===== config.mk =====
export PLATFORM = sky130hd
export DESIGN_NAME = osc_switch_ctrl
export DESIGN_NICKNAME = d
export VERILOG_FILES = /design/src/rtl/osc_sw_pkg.sv /design/src/rtl/osc_tick_cnt.sv /design/src/rtl/osc_unlock_seq.sv /design/src/rtl/osc_switch_ctrl.sv
export SDC_FILE = /design/constraint.sdc
export NUM_CORES = 1
export LEC_CHECK = 0
export ABC_AREA = 1
export BUFFER_PORTS_ARGS = -buffer_cell sky130_fd_sc_hd__buf_2
export CORE_ASPECT_RATIO = 2
export CORE_MARGIN = 2
export CORE_UTILIZATION = 40
export CTS_CLUSTER_DIAMETER = 120
export CTS_CLUSTER_SIZE = 20
export DETAILED_ROUTE_END_ITERATION = 12
export GPL_TIMING_DRIVEN = 1
export HOLD_SLACK_MARGIN = 0.1
export PLACE_DENSITY = 0.62
export SLEW_MARGIN = 40
export SYNTH_ARGS = -nofsm -noshare
export SYNTH_HDL_FRONTEND = slang
export SYNTH_SLANG_ARGS = --single-unit

===== constraint.sdc =====
create_clock -name clk -period 1.9 [get_ports clk]
set_input_delay 0.095 -clock clk [delete_from_list [all_inputs] [get_ports clk]]
set_output_delay 0.095 -clock clk [all_outputs]
set_load 0.01 [all_outputs]

===== src/rtl/osc_sw_pkg.sv =====
package osc_sw_pkg;

    localparam logic [2:0] SRC_FRC     = 3'b000;
    localparam logic [2:0] SRC_FRC_PLL = 3'b001;
    localparam logic [2:0] SRC_PRI     = 3'b010;
    localparam logic [2:0] SRC_PRI_PLL = 3'b011;
    localparam logic [2:0] SRC_LPXT    = 3'b100;
    localparam logic [2:0] SRC_LPRC    = 3'b101;

    localparam int OSC_N = 4;
    localparam logic [1:0] OSC_FRC  = 2'd0;
    localparam logic [1:0] OSC_PRI  = 2'd1;
    localparam logic [1:0] OSC_LPXT = 2'd2;
    localparam logic [1:0] OSC_LPRC = 2'd3;

    typedef enum logic [1:0] {
        SW_IDLE,
        SW_STARTUP,
        SW_PLLWAIT,
        SW_SETTLE
    } sw_state_e;

    typedef struct packed {
        sw_state_e        st;
        logic [2:0]       cur;
        logic [2:0]       nosc;
        logic [2:0]       tgt;
        logic [2:0]       old;
        logic             oswen;
        logic             lock;
        logic             cf;
        logic             lpkeep;
        logic [OSC_N-1:0] en;
        logic             pll_en;
    } ctl_s;

    function automatic logic [1:0] phys_of(input logic [2:0] s);
        case (s)
            SRC_FRC, SRC_FRC_PLL: phys_of = OSC_FRC;
            SRC_PRI, SRC_PRI_PLL: phys_of = OSC_PRI;
            SRC_LPXT:             phys_of = OSC_LPXT;
            default:              phys_of = OSC_LPRC;
        endcase
    endfunction

    function automatic logic uses_pll(input logic [2:0] s);
        uses_pll = (s == SRC_FRC_PLL) || (s == SRC_PRI_PLL);
    endfunction

    function automatic logic is_crystal(input logic [2:0] s);
        is_crystal = (s == SRC_PRI) || (s == SRC_PRI_PLL) || (s == SRC_LPXT);
    endfunction

    function automatic logic known_code(input logic [2:0] s);
        known_code = (s <= SRC_LPRC);
    endfunction

endpackage


===== src/rtl/osc_tick_cnt.sv =====
module osc_tick_cnt #(
    parameter int LIMIT = 10
) (
    input  logic clk,
    input  logic rst_n,
    input  logic clr,
    input  logic tick,
    output logic done
);
    localparam int CW = $clog2(LIMIT + 1);
    localparam logic [CW-1:0] LIM = CW'(LIMIT);

    logic [CW-1:0] cnt_d, cnt_q;

    assign done = (cnt_q == LIM);

    always_comb begin
        cnt_d = cnt_q;
        if (clr)
            cnt_d = '0;
        else if (tick && !done)
            cnt_d = cnt_q + 1'b1;
    end

    always_ff @(posedge clk) begin
        if (!rst_n) cnt_q <= '0;
        else        cnt_q <= cnt_d;
    end

    // the count never runs past its limit
    p_cnt_bound_r10: assert property (@(posedge clk) disable iff (!rst_n)
        (done && !clr) |=> done);

endmodule


===== src/rtl/osc_unlock_seq.sv =====
module osc_unlock_seq #(
    parameter logic [7:0] KEY_HI_A = 8'h78,
    parameter logic [7:0] KEY_HI_B = 8'h9A,
    parameter logic [7:0] KEY_LO_A = 8'h46,
    parameter logic [7:0] KEY_LO_B = 8'h57
) (
    input  logic       clk,
    input  logic       rst_n,
    input  logic       key_we,
    input  logic [7:0] key_data,
    input  logic       hi_use,
    input  logic       lo_use,
    output logic       hi_ok,
    output logic       lo_ok
);
    typedef enum logic [1:0] {KS_NONE, KS_HI_A, KS_LO_A} key_stage_e;

    typedef struct packed {
        key_stage_e stage;
        logic       arm_hi;
        logic       arm_lo;
    } key_s;

    key_s d, q;
    logic hi_done, lo_done;

    assign hi_ok   = q.arm_hi;
    assign lo_ok   = q.arm_lo;
    assign hi_done = key_we && (q.stage == KS_HI_A) && (key_data == KEY_HI_B);
    assign lo_done = key_we && (q.stage == KS_LO_A) && (key_data == KEY_LO_B);

    always_comb begin
        d = q;
        if (hi_use) d.arm_hi = 1'b0;
        if (lo_use) d.arm_lo = 1'b0;
        if (key_we) begin
            d.stage = KS_NONE;
            if (hi_done)                    d.arm_hi = 1'b1;
            else if (lo_done)               d.arm_lo = 1'b1;
            else if (key_data == KEY_HI_A)  d.stage  = KS_HI_A;
            else if (key_data == KEY_LO_A)  d.stage  = KS_LO_A;
        end
    end

    always_ff @(posedge clk) begin
        if (!rst_n) q <= '{stage: KS_NONE, arm_hi: 1'b0, arm_lo: 1'b0};
        else        q <= d;
    end

    // one key pair admits one high-byte write
    p_hi_once_r3: assert property (@(posedge clk) disable iff (!rst_n)
        (hi_use && !hi_done) |=> !hi_ok);
    // one key pair admits one low-byte write
    p_lo_once_r4: assert property (@(posedge clk) disable iff (!rst_n)
        (lo_use && !lo_done) |=> !lo_ok);

endmodule


===== src/rtl/osc_switch_ctrl.sv =====
module osc_switch_ctrl
    import osc_sw_pkg::*;
#(
    parameter int         OST_CYC    = 1024,
    parameter int         SETTLE_CYC = 10,
    parameter logic [7:0] KEY_HI_A   = 8'h78,
    parameter logic [7:0] KEY_HI_B   = 8'h9A,
    parameter logic [7:0] KEY_LO_A   = 8'h46,
    parameter logic [7:0] KEY_LO_B   = 8'h57
) (
    input  logic        clk,
    input  logic        rst_n,
    input  logic        cfg_sw_n,
    input  logic [2:0]  cfg_rst_src,
    input  logic        cfg_lprc_keep,
    input  logic        key_we,
    input  logic [7:0]  key_data,
    input  logic        bus_we,
    input  logic [1:0]  bus_be,
    input  logic [15:0] bus_wdata,
    output logic [15:0] reg_rdata,
    input  logic [3:0]  osc_tick,
    input  logic        pll_lock,
    output logic [3:0]  osc_en,
    output logic        pll_en,
    output logic [2:0]  clk_sel
);
    ctl_s d, q;

    logic hi_use, lo_use, hi_ok, lo_ok;
    logic new_tick, ost_done, settle_done;
    logic req_abort;
    logic [1:0] p_new, p_old;
    logic unused_wdata;

    assign hi_use       = bus_we && bus_be[1];
    assign lo_use       = bus_we && bus_be[0];
    assign new_tick     = osc_tick[phys_of(q.tgt)];
    assign unused_wdata = ^{bus_wdata[15:11], bus_wdata[7:4], bus_wdata[2]};

    osc_unlock_seq #(
        .KEY_HI_A(KEY_HI_A), .KEY_HI_B(KEY_HI_B),
        .KEY_LO_A(KEY_LO_A), .KEY_LO_B(KEY_LO_B)
    ) u_unlock (
        .clk(clk), .rst_n(rst_n),
        .key_we(key_we), .key_data(key_data),
        .hi_use(hi_use), .lo_use(lo_use),
        .hi_ok(hi_ok), .lo_ok(lo_ok)
    );

    osc_tick_cnt #(.LIMIT(OST_CYC)) u_ost (
        .clk(clk), .rst_n(rst_n),
        .clr(q.st != SW_STARTUP), .tick(new_tick), .done(ost_done)
    );

    osc_tick_cnt #(.LIMIT(SETTLE_CYC)) u_settle (
        .clk(clk), .rst_n(rst_n),
        .clr(q.st != SW_SETTLE), .tick(new_tick), .done(settle_done)
    );

    assign req_abort = (q.nosc == q.cur) || !known_code(q.nosc) ||
                       (uses_pll(q.nosc) && uses_pll(q.cur));
    assign p_new = phys_of(q.tgt);
    assign p_old = phys_of(q.old);

    always_comb begin
        d = q;
        d.lock = pll_lock && q.pll_en &&
                 uses_pll((q.st == SW_IDLE) ? q.cur : q.tgt);

        if (hi_use && hi_ok)
            d.nosc = bus_wdata[10:8];
        if (lo_use && lo_ok) begin
            d.cf     = bus_wdata[3];
            d.lpkeep = bus_wdata[1];
            if (q.st == SW_IDLE) d.oswen = bus_wdata[0];
        end

        case (q.st)
            SW_IDLE: begin
                if (q.oswen) begin
                    if (req_abort) begin
                        d.oswen = 1'b0;
                    end else begin
                        d.lock = 1'b0;
                        d.cf   = 1'b0;
                        d.tgt  = q.nosc;
                        d.old  = q.cur;
                        d.en[phys_of(q.nosc)] = 1'b1;
                        if (uses_pll(q.nosc)) d.pll_en = 1'b1;
                        if (is_crystal(q.nosc) && !q.en[phys_of(q.nosc)])
                            d.st = SW_STARTUP;
                        else if (uses_pll(q.nosc))
                            d.st = SW_PLLWAIT;
                        else
                            d.st = SW_SETTLE;
                    end
                end
            end
            SW_STARTUP: begin
                if (ost_done) d.st = uses_pll(q.tgt) ? SW_PLLWAIT : SW_SETTLE;
            end
            SW_PLLWAIT: begin
                if (pll_lock) d.st = SW_SETTLE;
            end
            default: begin
                if (settle_done) begin
                    d.st    = SW_IDLE;
                    d.cur   = q.tgt;
                    d.oswen = 1'b0;
                    if ((p_old != p_new) &&
                        !((p_old == OSC_LPRC) && cfg_lprc_keep) &&
                        !((p_old == OSC_LPXT) && q.lpkeep))
                        d.en[p_old] = 1'b0;
                    if (!uses_pll(q.tgt)) d.pll_en = 1'b0;
                end
            end
        endcase

        if (cfg_sw_n) begin
            d.st    = SW_IDLE;
            d.oswen = 1'b0;
            d.cur   = cfg_rst_src;
        end
    end

    always_ff @(posedge clk) begin
        if (!rst_n) begin
            q        <= '0;
            q.st     <= SW_IDLE;
            q.cur    <= cfg_rst_src;
            q.nosc   <= cfg_rst_src;
            q.tgt    <= cfg_rst_src;
            q.old    <= cfg_rst_src;
            q.en     <= 4'b0001 << phys_of(cfg_rst_src);
            q.pll_en <= uses_pll(cfg_rst_src);
        end else begin
            q <= d;
        end
    end

    assign reg_rdata = {1'b0, q.cur, 1'b0, q.nosc, 2'b00, q.lock, 1'b0,
                        q.cf, 1'b0, q.lpkeep, q.oswen};
    assign osc_en    = q.en;
    assign pll_en    = q.pll_en;
    assign clk_sel   = q.cur;

    // request bit cannot survive while switching is disabled
    p_disabled_no_req_r2: assert property (@(posedge clk) disable iff (!rst_n)
        cfg_sw_n |=> !q.oswen);
    // redundant request clears without moving the current source
    p_redundant_abort_r5: assert property (@(posedge clk) disable iff (!rst_n)
        (q.st == SW_IDLE && q.oswen && !cfg_sw_n && q.nosc == q.cur)
        |=> (!q.oswen && q.cur == $past(q.cur) && q.st == SW_IDLE));
    // PLL-to-PLL request never starts a switch
    p_pll_pair_abort_r6: assert property (@(posedge clk) disable iff (!rst_n)
        (q.st == SW_IDLE && q.oswen && !cfg_sw_n &&
         uses_pll(q.nosc) && uses_pll(q.cur)) |=> (q.st == SW_IDLE && !q.oswen));
    // a started switch clears lock and fail bits
    p_start_clears_r7: assert property (@(posedge clk) disable iff (!rst_n)
        (q.st == SW_IDLE && q.oswen && !cfg_sw_n && !req_abort)
        |=> (!q.cf && !q.lock));
    // the target oscillator is enabled for the whole switch
    p_target_on_r8: assert property (@(posedge clk) disable iff (!rst_n)
        (q.st != SW_IDLE) |-> q.en[phys_of(q.tgt)]);
    // no progress without PLL lock
    p_pll_hold_r9: assert property (@(posedge clk) disable iff (!rst_n)
        (q.st == SW_PLLWAIT && !pll_lock && !cfg_sw_n) |=> q.st == SW_PLLWAIT);
    // commit copies the target and drops the request
    p_commit_r10: assert property (@(posedge clk) disable iff (!rst_n)
        (q.st == SW_SETTLE && settle_done && !cfg_sw_n)
        |=> (q.cur == $past(q.tgt) && !q.oswen));

endmodule


==> run metrics, run 1 <==
HPWL after DPL 4.67 mm; final clock skew 0.00447 ns; min-delay worst type in2reg; total CTS buffers 5; total count of hold-check failures in the final report 0; via count 2478; cell family contributing the most delay on the critical path compound AO/OA/AOI/OAI gates; worst-skew pair later-pin latency 0.29 ns; flop and latch count out of synthesis 42; count of cells along the worst hold path 3; Placed Area 2980 µm²; number of top-level pins 64; Worst setup EP type flip-flop; Chip Width 62.9 µm; share of post-route cells with drive strength above 1 20.9%; outcome complete, no violations; Max stage delay cell, worst path edfxtp_1; die boundary height 122 µm; startpoint type of the worst setup path flip-flop; most frequent cell on the critical path nand3_1; leakage power of the design 1.41 nW; cell row count 43; DRT Pass-1 Iters 4; total chip power 0.00231 W; largest stage delay on the critical path 0.43 ns; Antenna Nets Post-Route 0; total global-route track usage 17.5%; share of synthesized area occupied by flip-flops and latches 36.4%; antenna violations before repair 0; number of gates on the worst path with buffers counted 6; finished layout cell area 3260 µm²; Synth Area per Inst 7.39 µm²; Final Cycle Share 90.0%; worst path arrival time 1.71 ns; input/output buffers 47; Endpoint, Worst Hold u_unlock.q[2]; H-Tree Level Count 2; setup tns final 0 ns; number of design-rule violations left by the first detailed-router iteration 104; number of inserted filler cells in the final layout 700; number of cells traversed by the worst register-to-register path 6; Max Cap Violations 0; RSZ-0062 raised after global routing no; core footprint 6830 µm²; worst vdd ir 0.503 mV; Post-Syn Instances 376; Initial Utilization 40.7%; Post-Synthesis Cell Area 2780 µm²; per-cell routed wire length 12.0 µm; number of clock sinks 42; clock transition time at the flip-flop clock pins of the worst setup and hold paths 0.06 ns; fmax 585 MHz; power density cells 708 nW/µm²; max-slew violation total from the final report 0; Reg2Reg Setup Slack 0.19 ns; final routed DRC violation total 0; CTS root buffer clkbuf_16; TritonCTS clock tree yes; Placed Cells incl. Taps 497; final weighted congestion in routability-driven placement 0.827; crit-path cells o21ai_0 -> nand3_1 -> nand3_1 -> a31oi_1 -> nor3_1 -> buf_4; DRT Wirelength 6.21 mm; critical register-to-register path endpoint osc_en[1]; sum of buffers and inverters on the critical path 1; Longest Clk Path Bufs 2; number of distinct library cells after synthesis 40; Req. time, crit path 1.90 ns; Worst Hold Launch key_data[5]; pin count of the biggest net entering global routing 16; Max FO, Critical Path 4; final layout net count 474; global route overflow 0; worst reg2reg path startpoint q[10]; number of diodes added for antenna fixing 0; total die area 7670 µm²; area delta synth->final 17.3%; YS warnings 0; Non-Filler Instances 516; endpoints failing setup 0; Via-to-Cell Ratio 4.80; type of the setup path with the least slack reg2reg; wire length of the first global-routing pass 10.6 mm; final hold slack 0.0992 ns; crit path time final 1.71 ns; vias in the first global route 2259
-- flip-flops by register name (all words and copies together), names as in the netlist --
| name | count |
|---|---|
| u_ost.cnt_q | 11 |
| q | 8 |
| reg_rdata | 7 |
| osc_en | 4 |
| u_settle.cnt_q | 4 |
| clk_sel | 3 |
| u_unlock.q | 2 |
| pll_en | 1 |
| u_unlock.hi_ok | 1 |
| u_unlock.lo_ok | 1 |
-- cell families after synthesis --
family / after synthesis / synth area share, %
AO/OA/AOI/OAI: 63 / 14.5
XOR/XNOR: 14 / 4.41
adder cells (fa/ha/maj): 9 / 4.05
buffers and inverters: 79 / 14.8
flip-flops: 42 / 36.4
multiplexers: 1 / 0.360
other: 1 / 0.135
AND/OR/NAND/NOR: 167 / 25.4
-- metal layers --
metal  GRT usage, %  part of all wire (%)  up-vias
li1               -                     -     1294
met1           23.0                    46     1111
met2           28.0                    47       66
met3           2.95                   4.9        7
met4           8.19                   2.0        0
met5              0                     0        -
-- Yosys cell counts, drive strengths merged --
| master | instances | share of area, % |
|---|---|---|
| a21oi | 31 | 7.2 |
| buf | 27 | 7.8 |
| a32o | 1 | 0.36 |
| a21boi | 1 | 0.41 |
| nand2 | 108 | 15 |
| o211ai | 1 | 0.27 |
| ha | 9 | 4.1 |
| nand4 | 4 | 0.90 |
| clkbuf | 3 | 0.41 |
| a31oi | 3 | 0.68 |
| o22ai | 3 | 0.68 |
| o311ai | 1 | 0.32 |
| o2111ai | 1 | 0.32 |
| xor2 | 7 | 2.2 |
| nor3 | 9 | 1.6 |
| o21ai | 17 | 3.1 |
| dfxtp | 25 | 18 |
| inv | 49 | 6.6 |
| mux2i | 1 | 0.36 |
| conb | 1 | 0.14 |
| nor4 | 2 | 0.45 |
| or2 | 1 | 0.23 |
| nor2 | 24 | 3.3 |
| xnor2 | 7 | 2.2 |
| nand3 | 18 | 3.4 |
| nand3b | 1 | 0.27 |
| edfxtp | 17 | 18 |
| o221ai | 1 | 0.32 |
| o21a | 1 | 0.27 |
| a211oi | 1 | 0.27 |
| o32ai | 1 | 0.32 |
-- what timing repair did --
item / in CTS / in global routing
buffers inserted: 0 / 1
resized for setup: 0 / 2
endpoints found under the setup margin: 0 / 12
hold buffers: 10 / 0
hold endpoints to repair: 9 / 0
-- power breakdown --
part	internal (W)	switching [W]	total, W
sequential	0.000979	0.0000348	0.00101
combinational	0.000135	0.000196	0.000330
clock	0.000614	0.000348	0.000962
-- worst min-delay path, delay by kind of cell --
family	cells	cell delay, ns
compound gates	1	0.05
buf+inv	1	0.11
simple gates	1	0.08
-- cells in the final DEF, fill, tap and decap left out, drive strengths merged, types with 2 or more instances in the layout --
cell         synthesis  final
conb                 1      6
edfxtp              17     17
dlygate4sd3          0     10
a21oi               31     31
o21ai               17     17
dfxtp               25     25
a31oi                3      3
clkbuf               3      5
xnor2                7      7
nor2                24     24
nor3                 9      9
nand4                4      4
nand2              108    108
nand3               18     18
o22ai                3      3
buf                 27     57
nor4                 2      2
xor2                 7      7
ha                   9      9
inv                 49     49
-- through the flow --
stage,utilization (%),setup slack (ns)
after global routing,47.7,0.0414
after detailed placement,43.7,0.134
final,47.7,0.190
after CTS,47.6,0.110
after floorplan,-,0.0628
after global placement,43.7,0.0882
-- final cells by class --
class                   count  area (µm²)  share of cell area (%)
multi-input cells         260        1380                    42.2
flip-flops and latches     42        1010                    31.0
repair buffers             67         410                    12.6
inverters                  49         184                    5.64
clock buffers               5         125                    3.84
well taps                  90         113                    3.45
clock inverters             3        40.0                    1.23
-- how the worst max path moves through the flow --
stage,slack [ns],endpoint,start
2_1_floorplan,0.06,q[10],reg_rdata[10]
3_3_place_gp,0.09,osc_en[1],q[22]
3_5_place_dp,0.13,q[12],q[21]
4_1_cts,0.11,osc_en[1],q[21]
5_1_grt,0.04,q[21],q[21]
6_report,0.19,osc_en[1],q[10]
(Power assumes the default switching activity.)
==> run 2: changes to the inputs <==
Settings changed: PLACE_DENSITY 0.62 to 0.59.
Clock period 1.9 ns to 1.7 ns, I/O delays scaled along.
==> run metrics, run 2 (same netlist as run 1, synthesis figures left out) <==
outcome complete, no violations (unchanged); Max FO, Critical Path 8 (was 4); Req. time, crit path 1.71 ns (was 1.90 ns); Placed Cells incl. Taps 511 (was 497); commonest cells after routing, fill and taps aside nand2_1, buf_2, inv_1, dfxtp_1 (was nand2_1, buf_2, inv_1, dfxtp_1, nor2_1); final weighted congestion in routability-driven placement 0.841 (was 0.827); total count of hold-check failures in the final report 0 (unchanged); startpoint type of the worst setup path flip-flop (unchanged); post-route met1 wirelength 2.89 mm (was 2.88 mm); endpoints failing setup 0 (unchanged); top routing layer used met4 (unchanged); number of top-level pins 64 (unchanged); worst vdd ir 0.675 mV (was 0.503 mV); DRT Pass-1 Iters 5 (was 4); power density cells 724 nW/µm² (was 708 nW/µm²); most common cell after layout, fill and taps aside nand2_1 (unchanged); Non-Filler Instances 531 (was 516); core footprint 6830 µm² (unchanged); Chip Width 62.9 µm (unchanged); CTS root buffer clkbuf_16 (unchanged); Final Cycle Share 93.5% (was 90.0%); register name with the most flops u_ost.cnt_q (unchanged); Initial Utilization 40.7% (unchanged); final core occ 49.2% (was 47.7%); count of cells along the worst hold path 4 (was 3); met2 wire length 3.13 mm (was 2.89 mm); Longest Clk Path Bufs 2 (unchanged); antenna violations before repair 0 (unchanged); final clock skew 0.00631 ns (was 0.00447 ns); wire length of the first global-routing pass 10.8 mm (was 10.6 mm); number of design-rule violations left by the first detailed-router iteration 82 (was 104); TritonCTS clock tree yes (unchanged); share of post-route cells with drive strength above 1 23.1% (was 20.9%); min-delay worst type in2reg (unchanged); max-slew violation total from the final report 0 (unchanged); final layout net count 489 (was 474); worst path arrival time 1.60 ns (was 1.71 ns); global route overflow 0 (unchanged); largest stage delay on the critical path 0.33 ns (was 0.43 ns); number of cells traversed by the worst register-to-register path 5 (was 6); via count 2530 (was 2478); routed length on met3 276 µm (was 307 µm); Worst setup EP type flip-flop (unchanged); total die area 7670 µm² (unchanged); Reg2Reg Setup Slack 0.11 ns (was 0.19 ns); HPWL after DPL 4.97 mm (was 4.67 mm); total global-route track usage 17.9% (was 17.5%); Antenna Nets Post-Route 0 (unchanged); sum of buffers and inverters on the critical path 2 (was 1); crit-path cells inv_1 -> ha_1 -> buf_12 -> o311ai_0 -> o221ai_1 (was o21ai_0 -> nand3_1 -> nand3_1 -> a31oi_1 -> nor3_1 -> buf_4); leakage power of the design 1.48 nW (was 1.41 nW); cell row count 43 (unchanged); final routed DRC violation total 0 (unchanged); number of clock sinks 42 (unchanged); Max stage delay cell, worst path o311ai_0 (was edfxtp_1); vias in the first global route 2338 (was 2259); per-cell routed wire length 12.1 µm (was 12.0 µm); Worst Hold Launch key_data[4] (was key_data[5]); worst-skew pair later-pin latency 0.29 ns (about the same); Max Cap Violations 0 (unchanged); DRT Wirelength 6.41 mm (was 6.21 mm); pin count of the biggest net entering global routing 15 (was 16); cell family contributing the most delay on the critical path compound AO/OA/AOI/OAI gates (unchanged); Endpoint, Worst Hold u_unlock.q[3] (was u_unlock.q[2]); input/output buffers 47 (unchanged); setup tns final 0 ns (unchanged); area delta synth->final 20.9% (was 17.3%); H-Tree Level Count 2 (unchanged); fmax 629 MHz (was 585 MHz); RSZ-0062 raised after global routing no (unchanged); clock transition time at the flip-flop clock pins of the worst setup and hold paths 0.06 ns (about the same); Via-to-Cell Ratio 4.76 (was 4.80); die boundary height 122 µm (unchanged); total CTS buffers 5 (unchanged); crit path time final 1.59 ns (was 1.71 ns); worst reg2reg path startpoint q[21] (was q[10]); critical register-to-register path endpoint osc_en[0] (was osc_en[1]); number of diodes added for antenna fixing 0 (unchanged); type of the setup path with the least slack reg2reg (unchanged); number of flip-flops in the largest register 11 (unchanged)
[run 2: cell count changes in the layout (fill, tap and decap cells not counted), sizes merged]
cell / change
dlygate4sd3: +1
buf: +14
clkbuf: +1
clkinv: +1
bufinv: -1
clkinvlp: -1
[run 2: layout make-up]
cell class / instances / area (µm²)
Timing Repair Buffer: 82 / 538
Inverter: 49 / 184
Clock inverter: 2 / 8.76
Sequential cell: 42 / 1010
Tap cell: 90 / 113
Multi-Input combinational cell: 260 / 1380
Fill cell: 709 / 3470
Clock buffer: 6 / 129
[run 2: what timing repair did]
item	in CTS	in global routing
hold buffers	11	0
resized for setup	0	3
endpoints found under the hold margin	8	0
setup buffers	0	1
setup endpoints to repair	0	4
[run 2: worst max path at each step]
stage / from / to / slack, ns / cells past startpoint
5_1_grt: q[13] / osc_en[0] / 0.008 / 6
6_report: q[21] / osc_en[0] / 0.11 / 5
3_5_place_dp: clk_sel[0] / osc_en[1] / 0.07 / 8
3_3_place_gp: clk_sel[0] / osc_en[0] / 0.07 / 8
2_1_floorplan: reg_rdata[10] / osc_en[0] / 0.007 / 9
4_1_cts: clk_sel[0] / osc_en[0] / 0.06 / 8
[run 2: power breakdown]
part / total (W) / internal (W) / switching, W
clock: 0.000902 / 0.000536 / 0.000366
combinational: 0.000400 / 0.000172 / 0.000228
sequential: 0.00113 / 0.00109 / 0.0000346
[run 2: per-stage QoR]
step                      hold WS, ns  total power, W  area [µm²]  setup slack, ns
after floorplan                 0.179         0.00142        2800          0.00700
after global routing            0.134         0.00255        3360          0.00789
after detailed placement        0.318         0.00153        3100           0.0661
after global placement          0.316         0.00153        3100           0.0661
final                           0.113         0.00243        3360            0.110
after CTS                       0.106         0.00246        3350           0.0589
[run 2: worst min-delay path, delay by kind of cell]
kind / cells / cell delay, ns
buf+inv: 1 / 0.10
compound gates: 1 / 0.06
simple gates: 2 / 0.11
[run 2: layer usage]
metal	vias to the layer above	global-route usage, %
li1	1327	-
met1	1134	22.7
met2	60	29.8
met3	9	3.14
met4	0	7.64
met5	-	0
